File: config.mk
export PLATFORM = sky130hd
export DESIGN_NAME = ringtx_spi_slave
export DESIGN_NICKNAME = d
export VERILOG_FILES = /design/src/rtl/ringtx_pkg.sv /design/src/rtl/ringtx_sync.sv /design/src/rtl/ringtx_ring.sv /design/src/rtl/ringtx_shifter.sv /design/src/rtl/ringtx_spi_slave.sv
export SDC_FILE = /design/constraint.sdc
export NUM_CORES = 1
export LEC_CHECK = 0
export CAP_MARGIN = 20
export CELL_PAD_IN_SITES_DETAIL_PLACEMENT = 0
export CELL_PAD_IN_SITES_GLOBAL_PLACEMENT = 1
export CORE_UTILIZATION = 52
export CTS_CLUSTER_SIZE = 28
export DETAILED_ROUTE_END_ITERATION = 10
export PLACE_DENSITY_LB_ADDON = 0.12
export SLEW_MARGIN = 20
export SYNTH_ARGS = -nofsm -noshare
export SYNTH_HDL_FRONTEND = slang
export SYNTH_SLANG_ARGS = --single-unit
File: constraint.sdc
create_clock -name clk -period 4.8 [get_ports clk]
set_input_delay 0.96 -clock clk [delete_from_list [all_inputs] [get_ports clk]]
set_output_delay 0.96 -clock clk [all_outputs]
set_load 0.03 [all_outputs]
File: src/rtl/ringtx_pkg.sv
package ringtx_pkg;
  localparam int unsigned DEF_DEPTH  = 8;
  localparam int unsigned DEF_DATA_W = 8;

  // Synchronised serial-side events, one system clock wide
  typedef struct packed {
    logic active;  // select asserted
    logic rise;    // SCLK rising edge seen
    logic fall;    // SCLK falling edge seen
    logic din;     // MOSI aligned with the edges
  } spi_evt_t;
endpackage

File: src/rtl/ringtx_sync.sv
module ringtx_sync
  import ringtx_pkg::*;
#(
  parameter int unsigned STAGES = 2
) (
  input  logic     clk,
  input  logic     rst,
  input  logic     sclk,
  input  logic     ssel_n,
  input  logic     mosi,
  output spi_evt_t evt
);
  logic [STAGES:0]   sclk_p;
  logic [STAGES-1:0] ssel_p;
  logic [STAGES-1:0] mosi_p;

  always_ff @(posedge clk) begin
    if (rst) begin
      sclk_p <= '0;
      ssel_p <= '1;
      mosi_p <= '0;
    end else begin
      sclk_p <= {sclk_p[STAGES-1:0], sclk};
      ssel_p <= {ssel_p[STAGES-2:0], ssel_n};
      mosi_p <= {mosi_p[STAGES-2:0], mosi};
    end
  end

  always_comb begin
    evt.active = ~ssel_p[STAGES-1];
    evt.rise   = sclk_p[STAGES-1] & ~sclk_p[STAGES];
    evt.fall   = ~sclk_p[STAGES-1] & sclk_p[STAGES];
    evt.din    = mosi_p[STAGES-1];
  end
endmodule

File: src/rtl/ringtx_ring.sv
module ringtx_ring #(
  parameter int unsigned DEPTH  = 8,
  parameter int unsigned DATA_W = 8
) (
  input  logic              clk,
  input  logic              rst,
  input  logic              wr_en,
  input  logic [DATA_W-1:0] wr_data,
  input  logic              pop_req,
  output logic [DATA_W-1:0] rd_data,
  output logic              half_empty,
  output logic              overflow
);
  localparam int unsigned PTR_W = $clog2(DEPTH);
  localparam int unsigned CNT_W = $clog2(DEPTH + 1);
  localparam int unsigned HALF  = DEPTH / 2;

  logic [DATA_W-1:0] mem [DEPTH];
  logic [PTR_W-1:0]  wr_ptr, rd_ptr;
  logic [CNT_W-1:0]  count, count_n;
  logic              wr_acc, pop;

  function automatic logic [PTR_W-1:0] bump(input logic [PTR_W-1:0] p);
    return (p == PTR_W'(DEPTH - 1)) ? '0 : p + 1'b1;
  endfunction

  always_comb begin
    wr_acc  = wr_en && (count != CNT_W'(DEPTH));
    pop     = pop_req && (count != '0);  // empty: park and replay
    count_n = count + CNT_W'(wr_acc) - CNT_W'(pop);
    rd_data = mem[rd_ptr];
  end

  always_ff @(posedge clk) begin
    if (rst) begin
      for (int i = 0; i < DEPTH; i++) mem[i] <= '0;
    end else if (wr_acc) begin
      mem[wr_ptr] <= wr_data;
    end
  end

  always_ff @(posedge clk) begin
    if (rst) begin
      wr_ptr     <= '0;
      rd_ptr     <= '0;
      count      <= '0;
      half_empty <= 1'b1;
      overflow   <= 1'b0;
    end else begin
      if (wr_acc) wr_ptr <= bump(wr_ptr);
      if (pop)    rd_ptr <= bump(rd_ptr);
      count      <= count_n;
      half_empty <= (count_n <= CNT_W'(HALF));
      if (wr_en && !wr_acc) overflow <= 1'b1;
    end
  end

  a_r7_no_overflow: assert property (@(posedge clk) disable iff (rst)
    count <= CNT_W'(DEPTH));
  a_r7_sticky: assert property (@(posedge clk) disable iff (rst)
    overflow |=> overflow);
  a_r5_empty_ptrs: assert property (@(posedge clk) disable iff (rst)
    (count == '0) |-> (rd_ptr == wr_ptr));
  a_r3_parked: assert property (@(posedge clk) disable iff (rst)
    (count == '0 && !wr_en) |=> $stable(rd_ptr));
  a_r6_half: assert property (@(posedge clk) disable iff (rst)
    half_empty == (count <= CNT_W'(HALF)));
endmodule

File: src/rtl/ringtx_shifter.sv
module ringtx_shifter
  import ringtx_pkg::*;
#(
  parameter int unsigned DATA_W = 8
) (
  input  logic              clk,
  input  logic              rst,
  input  spi_evt_t          evt,
  input  logic [DATA_W-1:0] tx_byte,
  input  logic              tx_disable,
  output logic              load,
  output logic              miso,
  output logic              miso_oe,
  output logic [DATA_W-1:0] rx_data,
  output logic              rx_valid
);
  localparam int unsigned BC_W = $clog2(DATA_W);

  logic [BC_W-1:0]   bitcnt;
  logic [DATA_W-1:0] tx_sh, rx_sh;
  logic              miso_bit;

  always_comb load = evt.active && evt.rise && (bitcnt == '0);

  always_ff @(posedge clk) begin
    if (rst) begin
      bitcnt   <= '0;
      tx_sh    <= '0;
      rx_sh    <= '0;
      miso_bit <= 1'b0;
      rx_data  <= '0;
      rx_valid <= 1'b0;
      miso_oe  <= 1'b0;
    end else begin
      rx_valid <= 1'b0;
      miso_oe  <= evt.active && !tx_disable;
      if (!evt.active) begin
        bitcnt <= '0;
      end else begin
        if (load) begin
          tx_sh    <= tx_byte;
          miso_bit <= tx_byte[DATA_W-1];
        end else if (evt.rise) begin
          tx_sh    <= tx_sh << 1;
          miso_bit <= tx_sh[DATA_W-2];
        end
        if (evt.fall) begin
          rx_sh <= {rx_sh[DATA_W-2:0], evt.din};
          if (bitcnt == BC_W'(DATA_W - 1)) begin
            bitcnt   <= '0;
            rx_data  <= {rx_sh[DATA_W-2:0], evt.din};
            rx_valid <= 1'b1;
          end else begin
            bitcnt <= bitcnt + 1'b1;
          end
        end
      end
    end
  end

  always_comb miso = miso_bit & miso_oe;

  a_r8_one_pulse: assert property (@(posedge clk) disable iff (rst)
    rx_valid |=> !rx_valid);
  a_r9_disable_oe: assert property (@(posedge clk) disable iff (rst)
    tx_disable |=> !miso_oe);
  a_r9_disable_line: assert property (@(posedge clk) disable iff (rst)
    tx_disable |=> !miso);
endmodule

File: src/rtl/ringtx_spi_slave.sv
module ringtx_spi_slave
  import ringtx_pkg::*;
#(
  parameter int unsigned DEPTH       = DEF_DEPTH,
  parameter int unsigned DATA_W      = DEF_DATA_W,
  parameter int unsigned SYNC_STAGES = 2
) (
  input  logic              clk,
  input  logic              rst,
  input  logic              spi_sclk,
  input  logic              spi_ssel_n,
  input  logic              spi_mosi,
  output logic              spi_miso,
  output logic              spi_miso_oe,
  input  logic              tx_disable,
  input  logic              wr_en,
  input  logic [DATA_W-1:0] wr_data,
  output logic              half_empty,
  output logic              overflow,
  output logic [DATA_W-1:0] rx_data,
  output logic              rx_valid
);
  spi_evt_t          evt;
  logic              load;
  logic [DATA_W-1:0] tx_byte;

  ringtx_sync #(.STAGES(SYNC_STAGES)) sync_i (
    .clk(clk), .rst(rst), .sclk(spi_sclk), .ssel_n(spi_ssel_n),
    .mosi(spi_mosi), .evt(evt)
  );

  ringtx_ring #(.DEPTH(DEPTH), .DATA_W(DATA_W)) ring_i (
    .clk(clk), .rst(rst), .wr_en(wr_en), .wr_data(wr_data),
    .pop_req(load), .rd_data(tx_byte), .half_empty(half_empty),
    .overflow(overflow)
  );

  ringtx_shifter #(.DATA_W(DATA_W)) shift_i (
    .clk(clk), .rst(rst), .evt(evt), .tx_byte(tx_byte),
    .tx_disable(tx_disable), .load(load), .miso(spi_miso),
    .miso_oe(spi_miso_oe), .rx_data(rx_data), .rx_valid(rx_valid)
  );
endmodule

==> results.json, run 1 <==
{
  "status": "complete, no violations",
  "fin_tns_setup_ns": 0,
  "drc": 0,
  "pin_count": 28,
  "clock_latency_ns": 0.52,
  "maxCapViolations": 0,
  "htreeDepth": 4,
  "cp_max_fo": 14,
  "synth_nets": 424,
  "hpwl_microns": 6482,
  "cts_buffer_depth": 2,
  "fin_worst_skew_ns": 0.02070,
  "ys_seq_elements": 114,
  "dp.cells": 520,
  "finalMaxSlewViolations": 0,
  "worst_pin_slew_ns": 0.8780,
  "grt_pass1_vias": 2877,
  "core_area_sq_um": 9196,
  "routedWlPerCell_microns": 17.25,
  "gp_congestion": 0.8092,
  "portBuffers": 27,
  "cts_root_buffer": "clkbuf_8",
  "antennaDiodeCount": 0,
  "ant_nets": 0,
  "max-slew-margin-rel": 0.4139,
  "vias": 2973,
  "die-area_sq_um": 9797,
  "yosysWarnings": 0,
  "syn_to_final_growth_pct": 19.77,
  "first_pass_iters": 4,
  "required_ns": 5.24,
  "cts_hold_buf": 0,
  "fin_ws_ns": 2.020,
  "initial_utilization": 0.5318,
  "synth.distinct_cells": 37,
  "routed_wl_microns": 9524,
  "dieWidth_microns": 98.98,
  "cts_tree": "built",
  "nNetsFinal": 456,
  "worstSetupEndpointType": "flip-flop",
  "drt_iter0_markers": 141,
  "hold_violations": 0,
  "grt_pass1_wl_microns": 15570,
  "place_ws_ns": 1.670,
  "synth-seq-area-share": 0.5976,
  "drive_above_1_share": 0.1610,
  "vias_per_cell": 5.386,
  "final_cells": 552,
  "grt_usage": 0.2167,
  "worst_setup_path_start_kind": "flip-flop",
  "worstHoldPathType": "flip-flop to flip-flop",
  "core.rowCount": 35,
  "finalCriticalPeriod_ns": 2.780,
  "grt_overflow": 0,
  "grt_max_degree": 56,
  "finalSetupViolations": 0,
  "cts_setup_buffers": 0,
  "netlist_instances": 396,
  "antenna_found_initial": 0,
  "clk_pin_slew_worst_paths_ns": 0.06,
  "irDropWorstVdd_v": 0.0002463,
  "cts.sinks": 114,
  "cp.arrival_ns": 3.22,
  "post-route-period-util": 0.5791,
  "avgSynthCellArea_sq_um": 12.35,
  "criticalPathCategory": "flip-flop to flip-flop",
  "max_freq_mhz": 359.7,
  "power_density_nw_per_um2": 447.9,
  "cts_made_buffers": 17,
  "cts_resized": 0,
  "p_leak_nw": 2.128,
  "rsz0062_at_grt": "no",
  "dieHeight_microns": 98.98,
  "syn_area_sq_um": 4891
}
[kinds of logic after synthesis]
| group | after synthesis | synth area share |
|---|---|---|
| AOI/OAI and AO/OA | 42 | 0.05602 |
| xor gates and xnor gates | 1 | 0.001791 |
| adders and majority gates | 13 | 0.03479 |
| buffers and inverters | 22 | 0.01944 |
| DFF | 114 | 0.5976 |
| muxes | 23 | 0.08826 |
| and+or+nand+nor | 181 | 0.2021 |
[synth_stat cells]
| master | instances | area share |
|---|---|---|
| or2_2 | 10 | 0.013 |
| a2bb2oi_1 | 1 | 0.0018 |
| xnor2_1 | 1 | 0.0018 |
| ha_1 | 12 | 0.031 |
| nand3_1 | 3 | 0.0031 |
| and2_1 | 66 | 0.084 |
| inv_1 | 6 | 0.0046 |
| or4b_1 | 1 | 0.0020 |
| or3b_1 | 1 | 0.0018 |
| o221a_1 | 1 | 0.0023 |
| clkbuf_1 | 9 | 0.0069 |
| nand2_1 | 33 | 0.025 |
| or3b_2 | 1 | 0.0018 |
| mux4_2 | 16 | 0.074 |
| nor2b_1 | 9 | 0.012 |
| buf_1 | 2 | 0.0015 |
| mux2i_1 | 6 | 0.012 |
| dfxtp_1 | 50 | 0.20 |
| nand2b_1 | 5 | 0.0064 |
| fa_1 | 1 | 0.0041 |
| nor3b_1 | 2 | 0.0031 |
| edfxtp_1 | 64 | 0.39 |
| mux2_2 | 1 | 0.0023 |
| nand4b_1 | 1 | 0.0018 |
| nor3_2 | 1 | 0.0020 |
| a211oi_4 | 1 | 0.0041 |
| nor3b_2 | 2 | 0.0051 |
| a21oi_1 | 23 | 0.024 |
| o21a_1 | 1 | 0.0015 |
| o221a_2 | 5 | 0.012 |
| or3_1 | 2 | 0.0026 |
| a21o_1 | 2 | 0.0031 |
| nor3_1 | 18 | 0.018 |
| nor2_1 | 26 | 0.020 |
| buf_6 | 1 | 0.0023 |
| buf_2 | 4 | 0.0041 |
| o21ai_0 | 8 | 0.0082 |
[cell type report]
class | count | area, sq um
multi-input cells | 260 | 1873
clock buffers | 17 | 414.1
repair buffers | 29 | 280.3
flip-flops and latches | 114 | 2923
clock inverters | 15 | 206.4
well taps | 111 | 138.9
inverters | 6 | 22.52
fillers | 722 | 3338
[layout by cell type (no fill, tap or decap), types with 3 or more instances in the layout]
master,n
a21oi_1,23
and2_1,66
bufinv_16,4
clkbuf_16,16
clkdlybuf4s50_1,26
clkinv_4,4
dfxtp_1,50
edfxtp_1,64
ha_1,12
inv_1,6
inv_6,4
mux2i_1,6
mux4_2,16
nand2_1,33
nand2b_1,5
nand3_1,3
nor2_1,26
nor2b_1,9
nor3_1,18
o21ai_0,8
o221a_2,5
or2_2,10
[metrics by stage]
step / total power [mW] / area (sq um) / hold slack [ns] / util
5_1_grt: 2.718 / 5858 / 0.4587 / 0.6370
6_report: 2.624 / 5858 / 0.4256 / 0.6370
2_1_floorplan: 1.267 / 4891 / 0.3895 / -
3_3_place_gp: 1.340 / 5238 / 0.4042 / 0.5695
3_5_place_dp: 1.343 / 5238 / 0.3933 / 0.5695
4_1_cts: 2.643 / 5858 / 0.4271 / 0.6370
[registers in the layout, indices dropped and copies added (netlist names), 2 cells and up, named ones only]
signal,cells
ring_i.count,4
ring_i.mem,64
ring_i.rd_ptr,3
ring_i.wr_ptr,3
shift_i.bitcnt,3
shift_i.rx_data,8
shift_i.rx_sh,7
shift_i.tx_sh,7
sync_i.mosi_p,2
sync_i.sclk_p,3
sync_i.ssel_p,2
[metal layers]
metal	wire [microns]	vias to the layer above	GRT usage
met2	4490	71	0.3357
met4	146	0	0.08266
met3	456	13	0.05603
met5	0	-	0
met1	4430	1412	0.2948
li1	-	1477	-
[worst max-delay path, cell delays in order (launching register included)]
cell and delay [ns]:
dfxtp_1 0.46, or3b_1 0.60, a211oi_4 0.39, nand2b_1 0.17, ha_1 0.31, a21o_1 0.18
a21oi_1 0.15, mux2_2 0.36, nor2_1 0.10
[final timing paths]
path / slack [ns] / to / depth (start not counted) / from
worst max-delay path: 2.02 / ring_i.half_empty / 8 / sync_i.ssel_p[1]
worst min-delay path: 0.43 / sync_i.ssel_p[1] / 1 / sync_i.ssel_p[0]
worst max register to register: 2.02 / ring_i.half_empty / 8 / sync_i.ssel_p[1]
worst min register to register: 0.43 / sync_i.ssel_p[1] / 1 / sync_i.ssel_p[0]
[power breakdown]
part	switching, mW	leakage [nW]	internal [mW]	total (mW)
Sequential	0.0284	1.07	1.09	1.11
Combinational	0.114	0.759	0.0954	0.210
Clock	0.452	0.301	0.849	1.30
Total	0.595	2.13	2.03	2.62
Note: power is estimated with default switching activity, not from simulation.
==> run 2: changes to the inputs <==
Settings changed: CORE_UTILIZATION 52 to 44.
Clock period 4.8 ns to 2.3 ns, I/O delays scaled along.
==> run 2 against run 1 <==
- final area rose by 3.7%
- global-route usage fell by 2.4 points
- sequential cell count did not move
- die area rose by 18%
- non-clock buffer count rose by 23
- sequential share of layout area fell by 1.8 points
==> results.json, run 2 (same netlist as run 1, synthesis figures left out) <==
{
  "status": "complete, no violations",
  "cts_root_buffer": "clkbuf_8",
  "drc": 0,
  "slowest_delay_ns": 0.46,
  "clk_pin_slew_worst_paths_ns": 0.05,
  "portBuffers": 27,
  "power.share.clock": 0.489,
  "gp_congestion": 0.7607,
  "worstPathCellList": "inv_1, ha_1, or3b_2, nand2_2, inv_1, ha_1, fa_2, xnor2_1, nor2_1, o21a_1, nor2_1",
  "grt_overflow": 0,
  "die-area_sq_um": 11540,
  "nNetsFinal": 479,
  "top_register": "ring_i.mem",
  "irDropWorstVdd_v": 0.0004823,
  "first_pass_iters": 5,
  "p_seq_frac": 0.423,
  "cts_tree": "built",
  "dieHeight_microns": 107.4,
  "pin_count": 28,
  "multi_input_area_sq_um": 1891,
  "fill_cells": 939,
  "final_cells": 604,
  "layout_common_cells": "and2_1, edfxtp_1, dfxtp_1",
  "drive_above_1_share": 0.2134,
  "core.rowCount": 38,
  "dieWidth_microns": 107.4,
  "worstHoldPathType": "primary input to flip-flop",
  "hpwl_microns": 6938,
  "max_freq_mhz": 453.4,
  "routedWlPerCell_microns": 16.51,
  "regArea_sq_um": 2925,
  "post-route-period-util": 0.9589,
  "finalCriticalPeriod_ns": 2.206,
  "criticalPathCategory": "flip-flop to flip-flop",
  "grt_usage": 0.1932,
  "worst_pin_slew_ns": 0.4764,
  "largest_reg_flops": 64,
  "p_leak_nw": 2.254,
  "crit_family": "simple AND/OR/NAND/NOR gates",
  "cp_slowest_cell": "or3b_2",
  "dp.cells": 570,
  "worstSetupEndpointType": "flip-flop",
  "p_int_mw": 4.294,
  "drt_iter0_markers": 113,
  "routed_wl_microns": 9975,
  "cts_made_buffers": 17,
  "cts_hold_buf": 0,
  "layout_commonest_cell": "and2_1",
  "finalMaxSlewViolations": 0,
  "cts.sinks": 114,
  "fin_tns_setup_ns": 0,
  "finalSetupViolations": 0,
  "pwr-share-comb": 0.088,
  "syn_to_final_growth_pct": 24.25,
  "vias": 3082,
  "reg.largest.list": "ring_i.mem: 64 flops, shift_i.rx_data: 8 flops",
  "crit_buf_inv": 2,
  "fin_worst_skew_ns": 0.006996,
  "antennaDiodeCount": 0,
  "worst_setup_path_start_kind": "flip-flop",
  "vias_per_cell": 5.103,
  "maxCapViolations": 0,
  "initial_utilization": 0.4512,
  "fin_worst_hold_slack_ns": 0.3173,
  "clock_latency_ns": 0.51,
  "required_ns": 2.71,
  "grt_max_degree": 48,
  "ant_nets": 0,
  "grt_pass1_wl_microns": 16000,
  "power_density_nw_per_um2": 899.7,
  "hold_violations": 0,
  "antenna_found_initial": 0,
  "rsz0062_at_grt": "no",
  "cp_max_fo": 2,
  "htreeDepth": 4,
  "cts_buffer_depth": 2,
  "cp.arrival_ns": 2.62,
  "swShare": 0.2147,
  "switchingPower_mw": 1.174,
  "grt_pass1_vias": 3103,
  "max-slew-margin-rel": 0.6824,
  "core_area_sq_um": 10840
}
## run 2: worst paths after layout
check	startpoint	to	slack (ns)	cells past startpoint
setup / recovery	ring_i.count[2]	ring_i.half_empty	0.09	11
hold / removal	rst	ring_i.wr_ptr[2]	0.32	3
hold reg to reg	sync_i.ssel_p[0]	sync_i.ssel_p[1]	0.41	1
setup reg to reg	ring_i.count[2]	ring_i.half_empty	0.09	11
## run 2: what timing repair did
action                                  CTS  global route
gates resized for setup                   0             5
setup buffers                             0             2
hold endpoints to repair                  0             0
endpoints found under the setup margin    0             2
## run 2: metal layers
layer	vias to the layer above	track usage	wire length [microns]
met5	-	0	0
met4	0	0.07143	127
met3	12	0.05387	403
met2	53	0.3088	4773
met1	1494	0.2506	4670
li1	1523	-	-
## run 2: through the flow
step | worst slack [ns] | util | power [mW] | cell area (sq um)
detailed placement | 0.03241 | 0.5013 | 2.831 | 5434
global route | 0.003759 | 0.5606 | 5.669 | 6077
CTS | 0.02749 | 0.5576 | 5.516 | 6045
global placement | 0.05396 | 0.5013 | 2.827 | 5434
floorplan | 0.01022 | - | 2.645 | 4893
finish | 0.09449 | 0.5606 | 5.468 | 6077
## run 2: power by group through the flow
stage               clock network (mW)  registers [mW]  logic, mW
detailed placement                   0            2.35      0.476
finish                            2.67            2.31      0.481
global route                      2.81            2.32      0.536
CTS                               2.72            2.31      0.479
global placement                     0            2.35      0.475
floorplan                            0            2.36      0.288
## run 2: area by class of cell
type,instances,share of cell area
Multi-Input combinational cell,260,0.3111
Sequential cell,114,0.4814
Inverter,6,0.003706
Clock inverter,10,0.02059
Timing Repair Buffer,52,0.07453
Clock buffer,22,0.07988
Tap cell,140,0.02882
## run 2: worst register-to-register path, delay by kind of cell, from the launching register on
kind / cells / cell delay [ns]
AND/OR/NAND/NOR: 4 / 0.73
adder cells (fa/ha/maj): 3 / 0.70
flip-flops: 1 / 0.29
AO/OA/AOI/OAI: 1 / 0.15
XOR/XNOR: 1 / 0.13
buffers and inverters: 2 / 0.11
